**src/rtl/nand_seq_pkg.sv**
```systemverilog
`timescale 1ns/1ps
package nand_seq_pkg;
  localparam logic [2:0] ADR_CFG  = 3'd0;
  localparam logic [2:0] ADR_CMD  = 3'd1;
  localparam logic [2:0] ADR_ADDR = 3'd2;
  localparam logic [2:0] ADR_DATA = 3'd3;
  localparam logic [2:0] ADR_STAT = 3'd4;

  localparam int CFG_EN_BIT = 12;
  localparam int CFG_CE_BIT = 13;

  typedef enum logic [1:0] {PH_IDLE, PH_SETUP, PH_ACTIVE, PH_HOLD} phase_e;
  typedef enum logic [1:0] {K_CMD, K_ADDR, K_WRITE, K_READ} kind_e;

  // control-to-datapath strobes
  typedef struct packed {
    logic       txLoad;
    logic       txShift;
    logic       rxClear;
    logic       rxCapture;
    logic [1:0] byteSel;
  } dpStrobe_t;
endpackage

```
**src/rtl/nand_seq_ctrl.sv**
```systemverilog
`timescale 1ns/1ps
module nand_seq_ctrl
  import nand_seq_pkg::*;
#(
  parameter int SETUP_W = 2,
  parameter int PHASE_W = 3
) (
  input  logic               clk,
  input  logic               rstN,
  input  logic               hostWrEn,
  input  logic               hostRdEn,
  input  logic [2:0]         hostAddr,
  input  logic               hostWord,
  input  logic               enable,
  input  logic [SETUP_W-1:0] setupTicks,
  input  logic [PHASE_W-1:0] activeTicks,
  input  logic [PHASE_W-1:0] holdTicks,
  output logic               busy,
  output logic               cle,
  output logic               ale,
  output logic               weN,
  output logic               reN,
  output logic               dqDrive,
  output dpStrobe_t          strobe
);
  localparam int CNT_W = (SETUP_W > PHASE_W) ? SETUP_W : PHASE_W;

  phase_e           phase;
  kind_e            kind;
  logic [CNT_W-1:0] cnt;
  logic [1:0]       byteIdx;
  logic [1:0]       lastIdx;

  logic isCmd, isAddr, isData, startWr, startRd, phaseDone, lastByte;

  assign isCmd     = (hostAddr == ADR_CMD);
  assign isAddr    = (hostAddr == ADR_ADDR);
  assign isData    = (hostAddr == ADR_DATA);
  assign busy      = (phase != PH_IDLE);
  assign startWr   = !busy && enable && hostWrEn && (isCmd || isAddr || isData);
  assign startRd   = !busy && enable && !hostWrEn && hostRdEn && isData;
  assign phaseDone = (cnt == '0);
  assign lastByte  = (byteIdx == lastIdx);

  always_ff @(posedge clk or negedge rstN) begin
    if (!rstN) begin
      phase   <= PH_IDLE;
      kind    <= K_CMD;
      cnt     <= '0;
      byteIdx <= '0;
      lastIdx <= '0;
    end else if (startWr || startRd) begin
      phase   <= PH_SETUP;
      cnt     <= CNT_W'(setupTicks);
      byteIdx <= '0;
      lastIdx <= (isData && hostWord) ? 2'd3 : 2'd0;
      if (startRd)     kind <= K_READ;
      else if (isCmd)  kind <= K_CMD;
      else if (isAddr) kind <= K_ADDR;
      else             kind <= K_WRITE;
    end else begin
      unique case (phase)
        PH_SETUP: begin
          if (phaseDone) begin
            phase <= PH_ACTIVE;
            cnt   <= CNT_W'(activeTicks);
          end else cnt <= cnt - 1'b1;
        end
        PH_ACTIVE: begin
          if (phaseDone) begin
            phase <= PH_HOLD;
            cnt   <= CNT_W'(holdTicks);
          end else cnt <= cnt - 1'b1;
        end
        PH_HOLD: begin
          if (phaseDone) begin
            if (lastByte) phase <= PH_IDLE;
            else begin
              phase   <= PH_SETUP;
              cnt     <= CNT_W'(setupTicks);
              byteIdx <= byteIdx + 1'b1;
            end
          end else cnt <= cnt - 1'b1;
        end
        default: ;
      endcase
    end
  end

  always_comb begin
    strobe.txLoad    = startWr;
    strobe.txShift   = (phase == PH_HOLD) && phaseDone && !lastByte;
    strobe.rxClear   = startRd;
    strobe.rxCapture = (phase == PH_ACTIVE) && phaseDone && (kind == K_READ);
    strobe.byteSel   = byteIdx;
  end

  assign cle     = busy && (kind == K_CMD);
  assign ale     = busy && (kind == K_ADDR);
  assign weN     = !((phase == PH_ACTIVE) && (kind != K_READ));
  assign reN     = !((phase == PH_ACTIVE) && (kind == K_READ));
  assign dqDrive = busy && (kind != K_READ);

  a_r6_strobes_exclusive: assert property (@(posedge clk) disable iff (!rstN)
    !(!weN && !reN));
  a_r2_latches_exclusive: assert property (@(posedge clk) disable iff (!rstN)
    !(cle && ale));
  a_r11_quiet_when_off: assert property (@(posedge clk) disable iff (!rstN)
    (!busy && !enable) |=> !busy);
  a_r12_kind_held: assert property (@(posedge clk) disable iff (!rstN)
    busy |=> $stable(kind));
  a_r7_busy_ends_last_hold: assert property (@(posedge clk) disable iff (!rstN)
    $fell(busy) |-> $past(phase == PH_HOLD && lastByte));
  a_r4_starts_in_setup: assert property (@(posedge clk) disable iff (!rstN)
    $rose(busy) |-> (phase == PH_SETUP && weN && reN));
endmodule

```
**src/rtl/nand_seq_dp.sv**
```systemverilog
`timescale 1ns/1ps
module nand_seq_dp
  import nand_seq_pkg::*;
#(
  parameter int SETUP_W = 2,
  parameter int PHASE_W = 3,
  parameter int WORD_W  = 32
) (
  input  logic               clk,
  input  logic               rstN,
  input  logic               hostWrEn,
  input  logic [2:0]         hostAddr,
  input  logic [WORD_W-1:0]  hostWrData,
  input  dpStrobe_t          strobe,
  input  logic [7:0]         dqIn,
  input  logic               rdyIn,
  output logic [WORD_W-1:0]  hostRdData,
  output logic               ceN,
  output logic               enable,
  output logic [SETUP_W-1:0] setupTicks,
  output logic [PHASE_W-1:0] activeTicks,
  output logic [PHASE_W-1:0] holdTicks,
  output logic [7:0]         dqOut
);
  localparam int ACT_LSB   = 4;
  localparam int SETUP_LSB = 8;

  logic              cfgWr;
  logic [WORD_W-1:0] cfgWord;
  logic [WORD_W-1:0] txR;
  logic [WORD_W-1:0] rxR;
  logic [1:0]        rdySync;

  assign cfgWr = hostWrEn && (hostAddr == ADR_CFG);

  always_ff @(posedge clk or negedge rstN) begin
    if (!rstN) begin
      setupTicks  <= '0;
      activeTicks <= '0;
      holdTicks   <= '0;
      enable      <= 1'b0;
      ceN         <= 1'b1;
    end else if (cfgWr) begin
      holdTicks   <= hostWrData[PHASE_W-1:0];
      activeTicks <= hostWrData[ACT_LSB +: PHASE_W];
      setupTicks  <= hostWrData[SETUP_LSB +: SETUP_W];
      enable      <= hostWrData[CFG_EN_BIT];
      ceN         <= hostWrData[CFG_CE_BIT];
    end
  end

  always_ff @(posedge clk or negedge rstN) begin
    if (!rstN) begin
      txR     <= '0;
      rxR     <= '0;
      rdySync <= '0;
    end else begin
      rdySync <= {rdySync[0], rdyIn};
      if (strobe.txLoad)       txR <= hostWrData;
      else if (strobe.txShift) txR <= txR >> 8;
      if (strobe.rxClear)        rxR <= '0;
      else if (strobe.rxCapture) rxR[{strobe.byteSel, 3'b000} +: 8] <= dqIn;
    end
  end

  assign dqOut = txR[7:0];

  always_comb begin
    cfgWord = '0;
    cfgWord[PHASE_W-1:0]           = holdTicks;
    cfgWord[ACT_LSB +: PHASE_W]    = activeTicks;
    cfgWord[SETUP_LSB +: SETUP_W]  = setupTicks;
    cfgWord[CFG_EN_BIT]            = enable;
    cfgWord[CFG_CE_BIT]            = ceN;
    unique case (hostAddr)
      ADR_CFG:  hostRdData = cfgWord;
      ADR_DATA: hostRdData = rxR;
      ADR_STAT: hostRdData = {{(WORD_W-1){1'b0}}, rdySync[1]};
      default:  hostRdData = '0;
    endcase
  end

  a_r9_ce_only_by_cfg: assert property (@(posedge clk) disable iff (!rstN)
    !$past(cfgWr) |-> $stable(ceN));
  a_r8_read_starts_clear: assert property (@(posedge clk) disable iff (!rstN)
    $past(strobe.rxClear) |-> (rxR == '0));
  a_r7_no_load_and_shift: assert property (@(posedge clk) disable iff (!rstN)
    !(strobe.txLoad && strobe.txShift));
endmodule

```
**src/rtl/nand_cycle_seq.sv**
```systemverilog
`timescale 1ns/1ps
module nand_cycle_seq
  import nand_seq_pkg::*;
#(
  parameter int EXT_SETUP = 0
) (
  input  logic        clk,
  input  logic        rstN,
  input  logic        hostWrEn,
  input  logic        hostRdEn,
  input  logic [2:0]  hostAddr,
  input  logic        hostWord,
  input  logic [31:0] hostWrData,
  output logic [31:0] hostRdData,
  output logic        hostBusy,
  output logic        nandCeN,
  output logic        nandCle,
  output logic        nandAle,
  output logic        nandWeN,
  output logic        nandReN,
  output logic [7:0]  nandDqOut,
  output logic        nandDqOe,
  input  logic [7:0]  nandDqIn,
  input  logic        nandRdy
);
  localparam int SETUP_W = (EXT_SETUP != 0) ? 3 : 2;
  localparam int PHASE_W = 3;

  dpStrobe_t          strobe;
  logic               enable;
  logic [SETUP_W-1:0] setupTicks;
  logic [PHASE_W-1:0] activeTicks;
  logic [PHASE_W-1:0] holdTicks;

  nand_seq_ctrl #(.SETUP_W(SETUP_W), .PHASE_W(PHASE_W)) ctrl_i (
    .clk(clk), .rstN(rstN), .hostWrEn(hostWrEn), .hostRdEn(hostRdEn),
    .hostAddr(hostAddr), .hostWord(hostWord), .enable(enable),
    .setupTicks(setupTicks), .activeTicks(activeTicks), .holdTicks(holdTicks),
    .busy(hostBusy), .cle(nandCle), .ale(nandAle), .weN(nandWeN),
    .reN(nandReN), .dqDrive(nandDqOe), .strobe(strobe)
  );

  nand_seq_dp #(.SETUP_W(SETUP_W), .PHASE_W(PHASE_W), .WORD_W(32)) dp_i (
    .clk(clk), .rstN(rstN), .hostWrEn(hostWrEn), .hostAddr(hostAddr),
    .hostWrData(hostWrData), .strobe(strobe), .dqIn(nandDqIn), .rdyIn(nandRdy),
    .hostRdData(hostRdData), .ceN(nandCeN), .enable(enable),
    .setupTicks(setupTicks), .activeTicks(activeTicks), .holdTicks(holdTicks),
    .dqOut(nandDqOut)
  );
endmodule

```
**config.mk**
```make
export PLATFORM = sky130hd
export DESIGN_NAME = nand_cycle_seq
export DESIGN_NICKNAME = d
export VERILOG_FILES = /design/src/rtl/nand_seq_pkg.sv /design/src/rtl/nand_seq_ctrl.sv /design/src/rtl/nand_seq_dp.sv /design/src/rtl/nand_cycle_seq.sv
export SDC_FILE = /design/constraint.sdc
export NUM_CORES = 1
export LEC_CHECK = 0
export ABC_AREA = 1
export BUFFER_PORTS_ARGS = -buffer_cell sky130_fd_sc_hd__buf_4
export CORE_ASPECT_RATIO = 2
export CORE_MARGIN = 2
export CORE_UTILIZATION = 59
export DETAILED_ROUTE_END_ITERATION = 10
export PLACE_DENSITY = 0.85
export SYNTH_ARGS = -nofsm -noshare
export SYNTH_HDL_FRONTEND = slang
export SYNTH_HIERARCHICAL = 1
export SYNTH_SLANG_ARGS = --single-unit
```
**constraint.sdc**
```tcl
create_clock -name clk -period 3.9 [get_ports clk]
set_input_delay 0 -clock clk [delete_from_list [all_inputs] [get_ports clk]]
set_output_delay 0 -clock clk [all_outputs]
set_load 0.03 [all_outputs]
```
# Word-level counts from Yosys, hierarchy flattened
# Cells that the tools add are included.
[totals]
elab_cells = 97
input_bits = 49
regBits = 87
[classes]
add_sub_neg = 3
muxes = 26
n_eq_ne = 16
reduce_logical = 37
shift = 2
[ops]
columns = ["cell", "n"]
rows = [
  ["32-bit two-way mux", 4],
  ["32-bit one-hot mux with 3 select lines", 1],
  ["32-bit bitwise mux", 1],
  ["8-bit by 7-bit variable shift with 32-bit output, first input constant", 1],
  ["8-bit by 7-bit variable part select with 32-bit output", 1],
  ["2-bit two-way mux", 12],
  ["1-bit logical AND", 17],
  ["3-bit two-way mux", 5],
  ["2-bit nonzero test", 5],
  ["3-bit by 1-bit inequality test with 1-bit output, second input constant", 3],
  ["3-bit one-hot mux with 3 select lines", 1],
  ["5-bit negator with 7-bit output", 1],
  ["2-bit == test, second input constant", 3],
  ["3-bit by 2-bit == test with 1-bit output, second input constant", 2],
  ["3-bit zero test", 2],
  ["2-bit one-hot mux with 3 select lines", 1],
  ["1-bit zero test", 5],
  ["2-bit by 1-bit == test with 1-bit output, second input constant", 2],
  ["2-bit inequality test, second input constant", 2],
  ["4-bit inequality test, second input constant", 1],
  ["4-bit AND reduction", 1],
  ["4-bit nonzero test", 1],
  ["3-bit by 1-bit == test with 1-bit output, second input constant", 1],
  ["3-bit == test, second input constant", 1],
  ["other kinds (8)", 10],
]

# Logic depth before layout (Yosys ltp)
# Gate-level depths: netlist of the first run.
[depth]
depth_word = 9
ltp_mapped = 11

# By module
# The synthesis of the first run kept the hierarchy.
[modules_own_cells]
columns = ["module", "seq_area_each_um2", "area_each_um2", "cells_per_inst", "n_inst"]
rows = [
  ["nand_seq_dp", 1903.1, 3716.1, 470, 1],
  ["nand_seq_ctrl", 250.2, 782.0, 113, 1],
]

# Worst setup path before layout of the first run
# OpenSTA, ideal clock, no wires.
[synth_timing]
path_type = "flip-flop to flip-flop"
start = "register ctrl_i.phase[1]"
end = "register dp_i.rxR[0]"
setup_ns = 0.118
path_stages_with_launch = 10
slack_ns = 2.087
required_ns = 3.782
t_arrival_ns = 1.695
path_cell_list = "dfrtp_1 inv_2 nor2_1 nand2_1 nor2_1 nand2_1 inv_2 nor2_1 nand2_1 nand2_1"
[synth_lines]
columns = ["item", "line_no", "rtl"]
rows = [
  ["from (decl)", "nand_seq_ctrl.sv:28", "phase_e phase;"],
  ["from (signal assigned)", "nand_seq_ctrl.sv:47", "phase <= PH_IDLE;"],
  ["from (signal assigned)", "nand_seq_ctrl.sv:53", "phase <= PH_SETUP;"],
  ["from (signal assigned)", "nand_seq_ctrl.sv:65", "phase <= PH_ACTIVE;"],
  ["to (signal, indexed assignment)", "nand_seq_dp.sv:62", "else if (strobe.rxCapture) rxR[{strobe.byteSel, 3'b000} +: 8] <= dqIn;"],
  ["to (decl)", "nand_seq_dp.sv:31", "logic [WORD_W-1:0] rxR;"],
]

==> results by group, run 1 <==
Placement
  • GPL Wtd Cong: 0.865
  • Post-DP HPWL: 7.56 mm
  • Worst slack at placement: 1.44 ns
  • I/O Buffers: 95
  • Placed cell count: 752
  • Placed cell area: 5170 sq um

Yosys
  • Mapped Area: 4500 sq um
  • Post-Syn Instances: 583
  • Post-Synth Adder-Cell Area: 1.95%
  • Number of synthesized register bits: 86
  • Post-synthesis area per instance: 7.72 sq um
  • Largest family of logic cells by synthesized area: simple AND/OR/NAND/NOR gates
  • Yosys warns: 6
  • Library cells used by synthesis: 35
  • Synth Net Count: 639
  • Multiplexer share of the synthesized area: 0%
  • Post-synthesis simple-gate area fraction: 30.9%
  • Xor/xnor cell area share of the yosys netlist: 0.195%
  • Complex-gate fraction of the synthesized area: 8.76%
  • Sequential share of the synthesized area: 47.9%

Clocking
  • CTS resizes: 0
  • Clk slew on worst S/H paths: 0.06 ns
  • Clock buffer depth: 2
  • CTS root buf: clkbuf_16
  • H-tree Lvls: 3
  • CTS tree: yes
  • Clk sinks: 86
  • Clock latency on the worst-skew pair: 0.34 ns
  • CTS Buf Count: 9

Drt
  • Antenna Nets Post-Route: 0
  • DR vias: 4274
  • Wire length after detailed routing: 11.6 mm
  • Drt wl/cell: 14.4 um
  • Vias per std cell: 5.28
  • # DRC: 0
  • 1st-pass router iterations: 5
  • 1st-iter DRT viols: 415

Floorplan
  • Num rows: 45
  • Initial Utilization: 60.1%
  • Chip width: 65.7 um
  • Die area: 8380 sq um
  • Core Region: 7490 sq um
  • Die Y: 127 um
  • # IOs: 96

STA
  • Clock Skews: 0.00636 ns
  • Final worst setup slack: 1.39 ns
  • Fin Setup TNS: 0 ns
  • Final setup vio count: 0
  • Max Clk Rate: 399 MHz
  • Final period util: 64.3%
  • Final Hold Violating Endpoints: 0
  • Worst-Margin Slew: 0.774 ns
  • Hold WS: 0.0115 ns
  • Slew Viols, Final: 0
  • Worst rel slew slack: 48.3%
  • Post-layout min period: 2.51 ns
  • RSZ-0062 raised after global routing: no

Worst setup path
  • Worst path arrival time: 2.71 ns
  • Crit Path Class: reg -> reg
  • Req. time, crit path: 4.10 ns
  • Worst-path fanout max: 31
  • Startpoint class of the critical path: register
  • CP endpoint kind: register
  • Reg2Reg Capture Point: dp_i/txR[10]
  • R2R Setup Slk: 1.39 ns
  • Worst r2r path cells: 8
  • Worst reg2reg path startpoint: ctrl_i/phase[1]

Cells and area
  • Share of cells above drive strength 1: 20.1%
  • Fin util: 78.8%
  • Synth-to-Final Area Change: 31.2%
  • Diode count: 0
  • Finished Layout Cells: 809
  • Final net count: 766
  • Post-route cell area: 5900 sq um

Hold path
  • Hold WC Path Type: in -> reg
  • Hold Path End: dp_i/enable
  • Hold depth: 3
  • HP Start: hostWrData[12]

Job
  • Max-cap violations: 0

Power
  • Power Density: 589 nW/um^2
  • Worst vdd ir: 0.443 mV
  • Leak pwr: 3.04 nW
  • Post-layout total power: 3.48 mW

Status
  • Status: complete, no violations

Global routing
  • First-pass GRT wire length: 19.5 mm
  • Maximum number of pins on one net before global-route repair: 49
  • Initial antenna violation count: 0
  • Grt total ovfl: 0
  • Vias in the first global route: 4152
  • Total GRT Usage: 30.3%
sequential cells by signal, summed over array words and instances (netlist names), 2 cells and up:
register	flops
dp_i/rxR	32
ctrl_i/byteIdx	2
dp_i/txR	32
dp_i/activeTicks	3
ctrl_i/kind	2
ctrl_i/cnt	3
dp_i/rdySync	2
dp_i/setupTicks	2
ctrl_i/phase	2
dp_i/holdTicks	3
report_power, final:
part | switching (mW) | leakage (nW) | internal, mW
logic | 0.778 | 1.76 | 0.455
clock network | 0.340 | 0.157 | 0.577
registers | 0.192 | 1.12 | 1.14
total | 1.31 | 3.04 | 2.17
kinds of logic (layout without fill, tap and decap cells):
| family | Yosys count | count (layout) |
|---|---|---|
| xor gates and xnor gates | 1 | 1 |
| and+or+nand+nor | 325 | 325 |
| adders and majority gates | 7 | 7 |
| buffers and inverters | 100 | 232 |
| AOI/OAI and AO/OA | 64 | 64 |
| DFF | 86 | 86 |
worst max-delay path by stage:
stage,startpoint,endpoint,slack (ns),cells past startpoint
after floorplan,ctrl_i/phase[1],dp_i/rxR[0],2.09,9
after global placement,ctrl_i/phase[1],dp_i/txR[6],1.52,8
after detailed placement,ctrl_i/phase[1],dp_i/txR[4],1.44,8
after CTS,ctrl_i/phase[1],dp_i/txR[4],1.45,8
after global routing,ctrl_i/phase[1],dp_i/txR[10],1.18,8
final,ctrl_i/phase[1],dp_i/txR[10],1.39,8
what timing repair did:
| item | 4_1_cts | 5_1_grt |
|---|---|---|
| setup buffers | 0 | 0 |
| hold buffers | 41 | 0 |
| hold endpoints to repair | 84 | 0 |
synth_stat cells:
cell	number	share of area [%]
nand2_1	200	17
dfrtp_1	85	47
inv_1	71	5.9
nor2_1	55	4.6
nand3_1	40	4.5
o21ai_0	33	3.7
buf_4	10	1.7
o211ai_1	10	1.7
a21oi_1	9	1.0
ha_1	7	1.9
buf_2	6	0.67
nand2_2	6	0.83
nor2_2	6	0.83
a22o_1	5	0.97
inv_2	5	0.42
nand4_1	4	0.56
nor2_4	4	1.0
buf_6	3	0.75
nand2_4	3	0.75
inv_4	2	0.28
nand3_2	2	0.45
nor3_1	2	0.22
o211ai_2	2	0.56
o21ai_1	2	0.22
a22oi_2	1	0.28
buf_12	1	0.45
clkbuf_1	1	0.083
clkinv_1	1	0.083
dfstp_2	1	0.58
nand3b_1	1	0.17
nor3_2	1	0.22
nor4_1	1	0.14
o21ai_2	1	0.19
o2bb2ai_1	1	0.19
xor2_1	1	0.19
cell type report:
class	count	area [sq um]
inverter	79	302
multi-input combinational	397	1880
tap	94	118
clock inverter	4	70.1
sequential	86	2150
timing repair buffer	137	1130
fill	535	1590
clock buffer	12	246
per-layer routing:
layer / GRT usage, % / vias to the layer above / part of all wire, %
met2: 48.9 / 185 / 50
met1: 40.1 / 1993 / 42
li1: - / 2065 / -
met4: 12.5 / 0 / 2.9
met3: 5.02 / 31 / 5.4
met5: 0 / - / 0
cell usage in the layout (no fill, tap or decap), drive strengths merged, types with 5 or more instances in the layout:
cell | netlist | layout
nand3 | 42 | 42
o211ai | 12 | 12
clkbuf | 1 | 12
a21oi | 9 | 9
nand2 | 209 | 209
buf | 20 | 96
ha | 7 | 7
a22o | 5 | 5
inv | 78 | 78
nor2 | 65 | 65
o21ai | 36 | 36
dfrtp | 85 | 85
dlygate4sd3 | 0 | 41
worst max-delay path: stages, from the launching register on:
cell and delay (ns):
dfrtp_1 0.47, nor2_4 0.24, nand2_4 0.08, nor2_4 0.62, inv_1 0.46, nand2_4 0.22, inv_4 0.10, nand2_1 0.08
nand3_1 0.10
Note: power is estimated with default switching activity, not from simulation.
==> run 2: changes to the inputs <==
Settings changed: ABC_AREA 1 to 0, CORE_UTILIZATION 59 to 49, PLACE_DENSITY 0.85 to 0.76.
Clock period 3.9 ns to 2.1 ns, I/O delays scaled along.
==> results by group, run 2 <==
Status
  • Status: complete, no violations

Worst setup path
  • Worst Path Buf+Inv: 1 (-1)
  • Top delay family on crit path: simple AND/OR/NAND/NOR gates
  • Worst-path fanout max: 8 (-74%)
  • Worst reg2reg path startpoint: ctrl_i/phase[1]
  • Req. time, crit path: 2.32 ns (-1.78 ns)
  • Crit Path Class: reg -> reg
  • Startpoint class of the critical path: register
  • Worst path arrival time: 2.15 ns (-0.56 ns)
  • CP peak stage delay: 0.50 ns (-0.12 ns)
  • CP endpoint kind: register
  • Setup crit start: ctrl_i/phase[1]
  • Worst-path cell chain: nor4b_4 > and4b_1 > buf_4 > and2b_2 > a32o_1
  • CP max stage cell: dfrtp_1

Clocking
  • Clock latency on the worst-skew pair: 0.34 ns (about the same)
  • CTS tree: yes
  • H-tree Lvls: 3 (unchanged)
  • Clock buffer depth: 2 (unchanged)
  • CTS root buf: clkbuf_16
  • Clk sinks: 86 (unchanged)
  • Clk slew on worst S/H paths: 0.06 ns (about the same)
  • CTS Buf Count: 9 (unchanged)

STA
  • Hold WS: 0.0406 ns (+0.0291 ns)
  • Final Hold Violating Endpoints: 0 (unchanged)
  • Worst rel slew slack: 55.5% (+7.2 points)
  • Final period util: 91.9% (+28 points)
  • Worst-Margin Slew: 0.668 ns (-0.106 ns)
  • Clock Skews: 0.00684 ns (+0.000480 ns)
  • Post-layout min period: 1.93 ns (-0.578 ns)
  • Max Clk Rate: 518 MHz (+30%)
  • Slew Viols, Final: 0 (unchanged)
  • Fin Setup TNS: 0 ns (unchanged)
  • Final setup vio count: 0 (unchanged)
  • RSZ-0062 raised after global routing: no

Yosys
  • Cell taking the most area after synthesis: dfrtp_1
  • Most frequent cells after synthesis: dfrtp_1, nand2_1, o21ai_0, a32o_1, mux2i_1
  • Area share of the largest cell type after synthesis: 47.9% (+0.65 points)
  • Most frequent cell after synthesis: dfrtp_1
  • Asr flop ratio synth: 100% (unchanged)
  • Mapped Area: 4440 sq um (-1.4%)
  • Post-Syn Instances: 417 (-28%)
  • Top cells by area, synth: dfrtp_1, a32o_1, mux2i_1
  • Sequential share of the synthesized area: 48.5% (+0.66 points)
  • Number of synthesized flops with an enable pin: 0 (unchanged)
  • Post-synthesis area per instance: 10.6 sq um (+38%)
  • Number of synthesized register bits: 86 (unchanged)
  • Dominant synthesized flop cell: dfrtp_1
  • Library cells used by synthesis: 51 (+46%)
  • Synth Net Count: 473 (-26%)
  • Yosys warns: 6 (unchanged)

Drt
  • Vias per std cell: 5.82 (+10%)
  • Wire length after detailed routing: 12.7 mm (+8.9%)
  • Drt wl/cell: 19.4 um (+34%)
  • 1st-pass router iterations: 4 (-1)
  • # DRC: 0 (unchanged)
  • Antenna Nets Post-Route: 0 (unchanged)
  • 1st-iter DRT viols: 243 (-41%)
  • DR vias: 3815 (-11%)

Floorplan
  • Chip width: 71.3 um (+8.4%)
  • Initial Utilization: 49.9% (-10 points)
  • # IOs: 96 (unchanged)
  • Die Y: 139 um (+8.7%)
  • Core Region: 8890 sq um (+19%)
  • Die area: 9880 sq um (+18%)
  • Num rows: 49 (+8.9%)

Cells and area
  • Synth-to-Final Area Change: 35.1%
  • Finished Layout Cells: 655 (-19%)
  • Post-route cell area: 6000 sq um (+1.6%)
  • Top Registers: dp_i/rxR (32), dp_i/txR (32)
  • Diode count: 0 (unchanged)
  • Most frequent cells in the layout: buf_4, dfrtp_1, dlygate4sd3_1, nand2_1, o21ai_0
  • Share of cells above drive strength 1: 28.8% (+8.6 points)
  • Final net count: 604 (-21%)
  • Most common library cell in the layout ignoring fill and taps: buf_4
  • Fin util: 67.4% (-11 points)

Global routing
  • Vias in the first global route: 4036 (-2.8%)
  • Total GRT Usage: 26.7% (-3.6 points)
  • Grt total ovfl: 0 (unchanged)
  • Initial antenna violation count: 0 (unchanged)
  • Maximum number of pins on one net before global-route repair: 66 (+35%)
  • First-pass GRT wire length: 20.3 mm (+4.2%)

Hold path
  • Hold WC Path Type: in -> reg
  • HP Start: hostAddr[0]

Placement
  • Post-DP HPWL: 8.56 mm (+13%)
  • I/O Buffers: 95 (unchanged)
  • GPL Wtd Cong: 0.847 (-2.1%)
  • Placed cell area: 5250 sq um (+1.4%)
  • Placed cell count: 595 (-21%)

Power
  • Leak pwr: 2.66 nW (-13%)
  • Power Density: 1100 nW/um^2 (+87%)
  • Worst vdd ir: 0.580 mV (+31%)

Job
  • Max-cap violations: 0 (unchanged)
run 2: final timing paths:
kind	end	slack [ns]	cells after the start
setup / recovery	dp_i/rxR[5]	0.17	5
hold / removal	ctrl_i/kind[0]	0.04	2
setup reg to reg	dp_i/rxR[5]	0.17	5
hold reg to reg	dp_i/rdySync[1]	0.35	0
max in group asynchronous	dp_i/ceN	1.19	3
min in group asynchronous	dp_i/txR[2]	0.20	2
run 2: kinds of logic (layout without fill, tap and decap cells):
group	count (synthesis)	after routing	share of synthesized area [%]
multiplexers	36	36	8.43
flip-flops	86	86	48.5
AND/OR/NAND/NOR	138	138	18.4
buffers and inverters	44	180	5.47
AO/OA/AOI/OAI	103	103	16.6
adder cells (fa/ha/maj)	7	7	1.97
XOR/XNOR	3	3	0.592
run 2: per-stage QoR:
stage / setup slack (ns) / power [mW]
after floorplan: 0.0121 / 4.03
after global placement: 0.207 / 4.73
after detailed placement: 0.102 / 4.83
after CTS: 0.0910 / 6.57
after global routing: 0.0318 / 6.93
final: 0.170 / 6.59
run 2: power breakdown:
group	internal, mW	switching (mW)	leakage [nW]	total, mW
registers	2.10	0.401	1.11	2.51
logic	1.03	1.42	1.40	2.45
clock network	0.939	0.698	0.148	1.64
total	4.07	2.52	2.66	6.59
run 2: area by class of cell:
type	instances	area, sq um
inverter	7	26.3
tap	102	128
timing repair buffer	157	1330
fill	659	2890
sequential	86	2150
multi-input combinational	287	2060
clock buffer	9	225
clock inverter	7	80.1
run 2: timing repair:
item | in CTS | in global routing
resized for setup | 0 | 2
setup buffers | 0 | 0
endpoints found under the hold margin | 103 | 0
hold buffers | 44 | 0
endpoints found under the setup margin | 0 | 17
run 2: layer usage:
metal,wire [um],global-route usage (%)
met5,0,0
met3,515,4.58
met1,4400,27.1
met2,7250,49.7
met4,508,14.2
